<file path="src/rtl/trace_sync_pkg.sv">
package trace_sync_pkg;
   typedef enum logic [1:0] {
      ST_OFF   = 2'd0,
      ST_RUN   = 2'd1,
      ST_DRAIN = 2'd2
   } run_state_e;

   localparam int MIN_INTERVAL = 2;
endpackage

</file>
<file path="src/rtl/trace_sync_ctrl.sv">
module trace_sync_ctrl
   import trace_sync_pkg::*;
(
   input  logic clk_i,
   input  logic rst_ni,
   input  logic start_i,
   input  logic stop_i,
   input  logic lost_i,
   input  logic fifo_empty_i,
   input  logic auto_restart_i,
   output logic run_o,
   output logic advance_o,
   output logic launch_o
);
   run_state_e state_q, state_d;

   always_comb begin
      state_d  = state_q;
      launch_o = 1'b0;
      if (stop_i) begin
         state_d = ST_OFF;
      end else begin
         unique case (state_q)
            ST_OFF: begin
               if (start_i) begin
                  state_d  = ST_RUN;
                  launch_o = 1'b1;
               end
            end
            ST_RUN: begin
               if (lost_i) state_d = auto_restart_i ? ST_DRAIN : ST_OFF;
            end
            ST_DRAIN: begin
               if (start_i || fifo_empty_i) begin
                  state_d  = ST_RUN;
                  launch_o = 1'b1;
               end
            end
            default: state_d = ST_OFF;
         endcase
      end
   end

   always_ff @(posedge clk_i or negedge rst_ni) begin
      if (!rst_ni) state_q <= ST_OFF;
      else         state_q <= state_d;
   end

   assign run_o     = (state_q == ST_RUN);
   assign advance_o = run_o && !stop_i && !lost_i;
endmodule

</file>
<file path="src/rtl/trace_sync_event_sel.sv">
module trace_sync_event_sel #(
   parameter bit PKT_MODE_EN = 1'b1
) (
   input  logic count_pkts_i,
   input  logic pkt_sent_i,
   output logic event_o
);
   generate
      if (PKT_MODE_EN) begin : g_selectable
         assign event_o = count_pkts_i ? pkt_sent_i : 1'b1;
      end else begin : g_cycles_only
         assign event_o = 1'b1;
      end
   endgenerate
endmodule

</file>
<file path="src/rtl/trace_sync_interval.sv">
module trace_sync_interval
   import trace_sync_pkg::*;
#(
   parameter int THR_W = 24
) (
   input  logic             clk_i,
   input  logic             rst_ni,
   input  logic             clear_i,
   input  logic             advance_i,
   input  logic             event_i,
   input  logic [THR_W-1:0] thresh_i,
   output logic             hit_o
);
   localparam logic [THR_W-1:0] FLOOR = THR_W'(MIN_INTERVAL);

   logic [THR_W-1:0] cnt_q;
   logic [THR_W-1:0] eff_thr;
   logic [THR_W:0]   cnt_inc;

   assign eff_thr = (thresh_i < FLOOR) ? FLOOR : thresh_i;
   assign cnt_inc = {1'b0, cnt_q} + (THR_W+1)'(1);
   assign hit_o   = advance_i && event_i && (cnt_inc >= {1'b0, eff_thr});

   always_ff @(posedge clk_i or negedge rst_ni) begin
      if (!rst_ni)                    cnt_q <= '0;
      else if (clear_i || hit_o)      cnt_q <= '0;
      else if (advance_i && event_i)  cnt_q <= cnt_inc[THR_W-1:0];
   end
endmodule

</file>
<file path="src/rtl/trace_sync_sched.sv">
module trace_sync_sched #(
   parameter int THR_W       = 24,
   parameter bit PKT_MODE_EN = 1'b1
) (
   input  logic             clk_i,
   input  logic             rst_ni,
   input  logic             start_i,
   input  logic             stop_i,
   input  logic             pkt_sent_i,
   input  logic             pkt_lost_i,
   input  logic             fifo_empty_i,
   input  logic [THR_W-1:0] cfg_thresh_i,
   input  logic             cfg_count_pkts_i,
   input  logic             cfg_auto_restart_i,
   output logic             sync_req_o,
   output logic             enc_en_o
);
   generate
      if (THR_W < 2 || THR_W > 32) begin : g_bad_width
         $error("trace_sync_sched: THR_W must lie in 2..32");
      end
   endgenerate

   logic run, advance, launch, evt, hit;
   logic sync_q;

   trace_sync_ctrl i_ctrl (
      .clk_i          (clk_i),
      .rst_ni         (rst_ni),
      .start_i        (start_i),
      .stop_i         (stop_i),
      .lost_i         (pkt_lost_i),
      .fifo_empty_i   (fifo_empty_i),
      .auto_restart_i (cfg_auto_restart_i),
      .run_o          (run),
      .advance_o      (advance),
      .launch_o       (launch)
   );

   trace_sync_event_sel #(.PKT_MODE_EN(PKT_MODE_EN)) i_evt (
      .count_pkts_i (cfg_count_pkts_i),
      .pkt_sent_i   (pkt_sent_i),
      .event_o      (evt)
   );

   trace_sync_interval #(.THR_W(THR_W)) i_intv (
      .clk_i     (clk_i),
      .rst_ni    (rst_ni),
      .clear_i   (launch),
      .advance_i (advance),
      .event_i   (evt),
      .thresh_i  (cfg_thresh_i),
      .hit_o     (hit)
   );

   always_ff @(posedge clk_i or negedge rst_ni) begin
      if (!rst_ni) sync_q <= 1'b0;
      else         sync_q <= launch || hit;
   end

   assign sync_req_o = sync_q;
   assign enc_en_o   = run;
endmodule

</file>
<file path="config.mk">
export PLATFORM = sky130hd
export DESIGN_NAME = trace_sync_sched
export DESIGN_NICKNAME = d
export VERILOG_FILES = /design/src/rtl/trace_sync_pkg.sv /design/src/rtl/trace_sync_ctrl.sv /design/src/rtl/trace_sync_event_sel.sv /design/src/rtl/trace_sync_interval.sv /design/src/rtl/trace_sync_sched.sv
export SDC_FILE = /design/constraint.sdc
export NUM_CORES = 1
export LEC_CHECK = 0
export BUFFER_PORTS_ARGS = -buffer_cell sky130_fd_sc_hd__buf_2
export CAP_MARGIN = 20
export CORE_MARGIN = 2
export CORE_UTILIZATION = 50
export CTS_BUF_LIST = sky130_fd_sc_hd__clkbuf_16
export CTS_CLUSTER_SIZE = 10
export DETAILED_ROUTE_END_ITERATION = 16
export PLACE_DENSITY_LB_ADDON = 0.25
export SLEW_MARGIN = 20
export SYNTH_ARGS = -nofsm -noshare
export SYNTH_HDL_FRONTEND = slang
export SYNTH_HIERARCHICAL = 1
export SYNTH_SLANG_ARGS = --single-unit
</file>
<file path="constraint.sdc">
create_clock -name clk_i -period 7.31 [get_ports clk_i]
set_clock_uncertainty 0.2 [all_clocks]
set_input_delay 1.462 -clock clk_i [delete_from_list [all_inputs] [get_ports clk_i]]
set_output_delay 1.462 -clock clk_i [all_outputs]
set_load 0.005 [all_outputs]
</file>
==> results.txt <==
crit path capture type: flop
largest net degree at the start of global routing: 28
hold endpoint: i_intv/cnt_q[12]
final hold vios: 0
EDFF count, synth: 0
crit path launch type: input port
post-synth cell types: 46
TritonCTS clock tree: yes
Die H: 72.8 um
status: finished clean
TritonCTS buffer count: 3
crit path kind: input port to flop
Setup TNS Final: 0 ns
CTS max path bufs: 2
routability-driven placement congestion ratio: 0.825
synthesized area: 2360 um^2
Avg Inst Size Synth: 8.92 um^2
critical path cell sequence: buf_2 -> nor4_1 -> nand4_1 -> nor2_1 -> nor2b_1 -> ha_1 -> and3_1 -> a31o_1 -> and3_1 -> o31ai_1 -> and3_1 -> buf_4 -> or3b_1 -> o31ai_4
die area: 5290 um^2
min cycle time layout: 4.72 ns
r2r startpoint: i_intv/cnt_q[0]
first-pass GRT wire length: 8220 um
initial antenna violation count: 0
top cells by count, synth: dfrtp_1, nand2_1, ha_1, inv_1
ANT cells: 0
Layout Nets: 353
Largest stage delay, worst path: 0.62 ns
peak supply drop: 0.126 mV
final worst-path cycle share: 0.646
total core area: 4630 um^2
WL/cell: 14.5 um
slowest stage cell, crit path: or3b_1
number of cells on the worst reg-to-reg path: 13
DRT Pass-1 Iters: 4
Remaining DRCs: 0
hold_sp: i_intv/cnt_q[12]
top-area cell type share of the netlist area: 0.286
critical path required time: 7.29 ns
synthesized instance count: 265
relative slew slack: 0.577
worst skew pair latency: 0.26 ns
Post-Place Setup Slack: 2.29 ns
async set or reset register ratio after synthesis: 1.00
row cnt: 25
CTS Sinks: 27
Reg2Reg Setup Slack: 3.09 ns
post-CTS setup buffers: 0
HP Class: flop to flop
drt via density: 5.68
CTS root buffer: clkbuf_16
number of buffers added on ports: 34
cell taking the most area after synthesis: dfrtp_1
Worst EP arrival: 4.70 ns
post-route ant nets: 0
initial core utilization: 0.511
cell with the most instances after synthesis: dfrtp_1
drt total wl: 5060 um
Net Count, Synth: 323
Area growth syn-to-layout: 12.0%
hold buffers post-CTS: 0
Max FO, Critical Path: 25
Synth Warn #: 6
post-CTS sizing: 0
vias in the first global route: 1786
total gr overflow: 0
routed vias: 1976
Leak: 1.31 nW
top cell family by delay on the critical path: simple AND/OR/NAND/NOR gates
IO Pins: 35
Worst Tran Pin Value: 0.634 ns
fmax: 212 MHz
layout cells sized above 1: 0.204
Critical R2R Capture: i_intv/cnt_q[0]
PD cells: 153 nW/um^2
Most common cell on crit path: and3_1
Top FF cell, synth: dfrtp_1
clock-pin slew on the worst setup and hold paths: 0.07 ns
Max Cap Viol: 0
flop and latch count out of synthesis: 27
GRT Overall Usage: 0.197
main area contributors after synthesis: dfrtp_1, ha_1, a32o_1
Seq/Total Area, Yosys: 0.286
Initial DRC Count: 96
dpl hpwl: 3850 um
H-tree Lvls: 1
worst setup margin: 2.59 ns
Slew Limit Fails: 0
Final setup viols: 0
worst path buffer plus inverter count: 2
RSZ-0062 raised after global routing: false
hold path depth: 1
die width: 72.8 um
==> how the worst max path moves through the flow <==
stage	from	endpoint	cells after the start	slack, ns
global route	cfg_thresh_i[22]	i_intv/cnt_q[0]	14	2.36
finish	cfg_thresh_i[22]	i_intv/cnt_q[0]	14	2.59
detailed placement	cfg_thresh_i[22]	i_intv/cnt_q[0]	14	2.29
global placement	cfg_thresh_i[22]	i_intv/cnt_q[0]	14	2.26
floorplan	cfg_thresh_i[12]	i_intv/cnt_q[0]	14	3.10
CTS	cfg_thresh_i[22]	i_intv/cnt_q[0]	14	2.55
==> flip-flops by register name, summed over array words and instances, names as in the netlist <==
| register | count |
|---|---|
| i_ctrl/state_q | 2 |
| i_intv/cnt_q | 24 |
| sync_req_o | 1 |
==> per-layer routing <==
layer,GRT usage,part of all wire,vias to the layer above
met4,0.0412,0.0099,0
li1,-,-,1023
met3,0.0345,0.037,8
met2,0.329,0.46,34
met5,0,0,-
met1,0.268,0.49,911
==> layout make-up <==
type                            count  area, um^2
Fill cell                         425        1980
Multi-Input combinational cell    203        1550
Sequential cell                    27         676
Timing Repair Buffer               37         193
Inverter                           23        86.3
Clock buffer                        3        75.1
Tap cell                           54        67.6
Clock inverter                      1        5.00
==> cell usage in the layout (no fill, tap or decap), drive strengths merged, types with 2 or more instances in the layout <==
| master | Yosys | routed |
|---|---|---|
| nor2b | 4 | 4 |
| nor3 | 4 | 4 |
| a21o | 2 | 2 |
| and3 | 12 | 12 |
| o21ai | 5 | 5 |
| xor2 | 10 | 10 |
| a32o | 15 | 15 |
| clkbuf | 7 | 3 |
| o211ai | 8 | 8 |
| nor2 | 14 | 14 |
| nand2b | 5 | 5 |
| inv | 23 | 23 |
| nand3 | 16 | 16 |
| nor4 | 5 | 5 |
| and4 | 3 | 3 |
| or2 | 2 | 2 |
| xnor2 | 12 | 12 |
| nand4 | 4 | 4 |
| dfrtp | 27 | 27 |
| nand2 | 27 | 27 |
| buf | 5 | 37 |
| o31ai | 2 | 2 |
| nand4b | 5 | 5 |
| ha | 25 | 25 |
| a21oi | 12 | 12 |
==> cell families after synthesis <==
| group | share of synthesized area |
|---|---|
| AO/OA/AOI/OAI | 0.176 |
| XOR/XNOR | 0.0815 |
| adder cells (fa/ha/maj) | 0.132 |
| buffers and inverters | 0.0625 |
| flip-flops | 0.286 |
| AND/OR/NAND/NOR | 0.262 |
==> where the power goes <==
part	switching [mW]	internal, mW	total (mW)
clock	0.0542	0.0740	0.128
combinational	0.0538	0.0442	0.0981
sequential	0.0186	0.160	0.178
==> stage by stage <==
stage / cell area (um^2) / utilization / cells / hold WS [ns] / power [mW]
after detailed placement: 2570 / 0.555 / 344 / 0.326 / 0.279
after CTS: 2650 / 0.572 / 348 / 0.342 / 0.408
final: 2650 / 0.572 / 348 / 0.339 / 0.405
after global routing: 2650 / 0.572 / 348 / 0.349 / 0.429
after global placement: 2570 / 0.555 / 344 / 0.328 / 0.276
after floorplan: 2360 / - / 265 / 0.306 / 0.250
(Power assumes the default switching activity.)
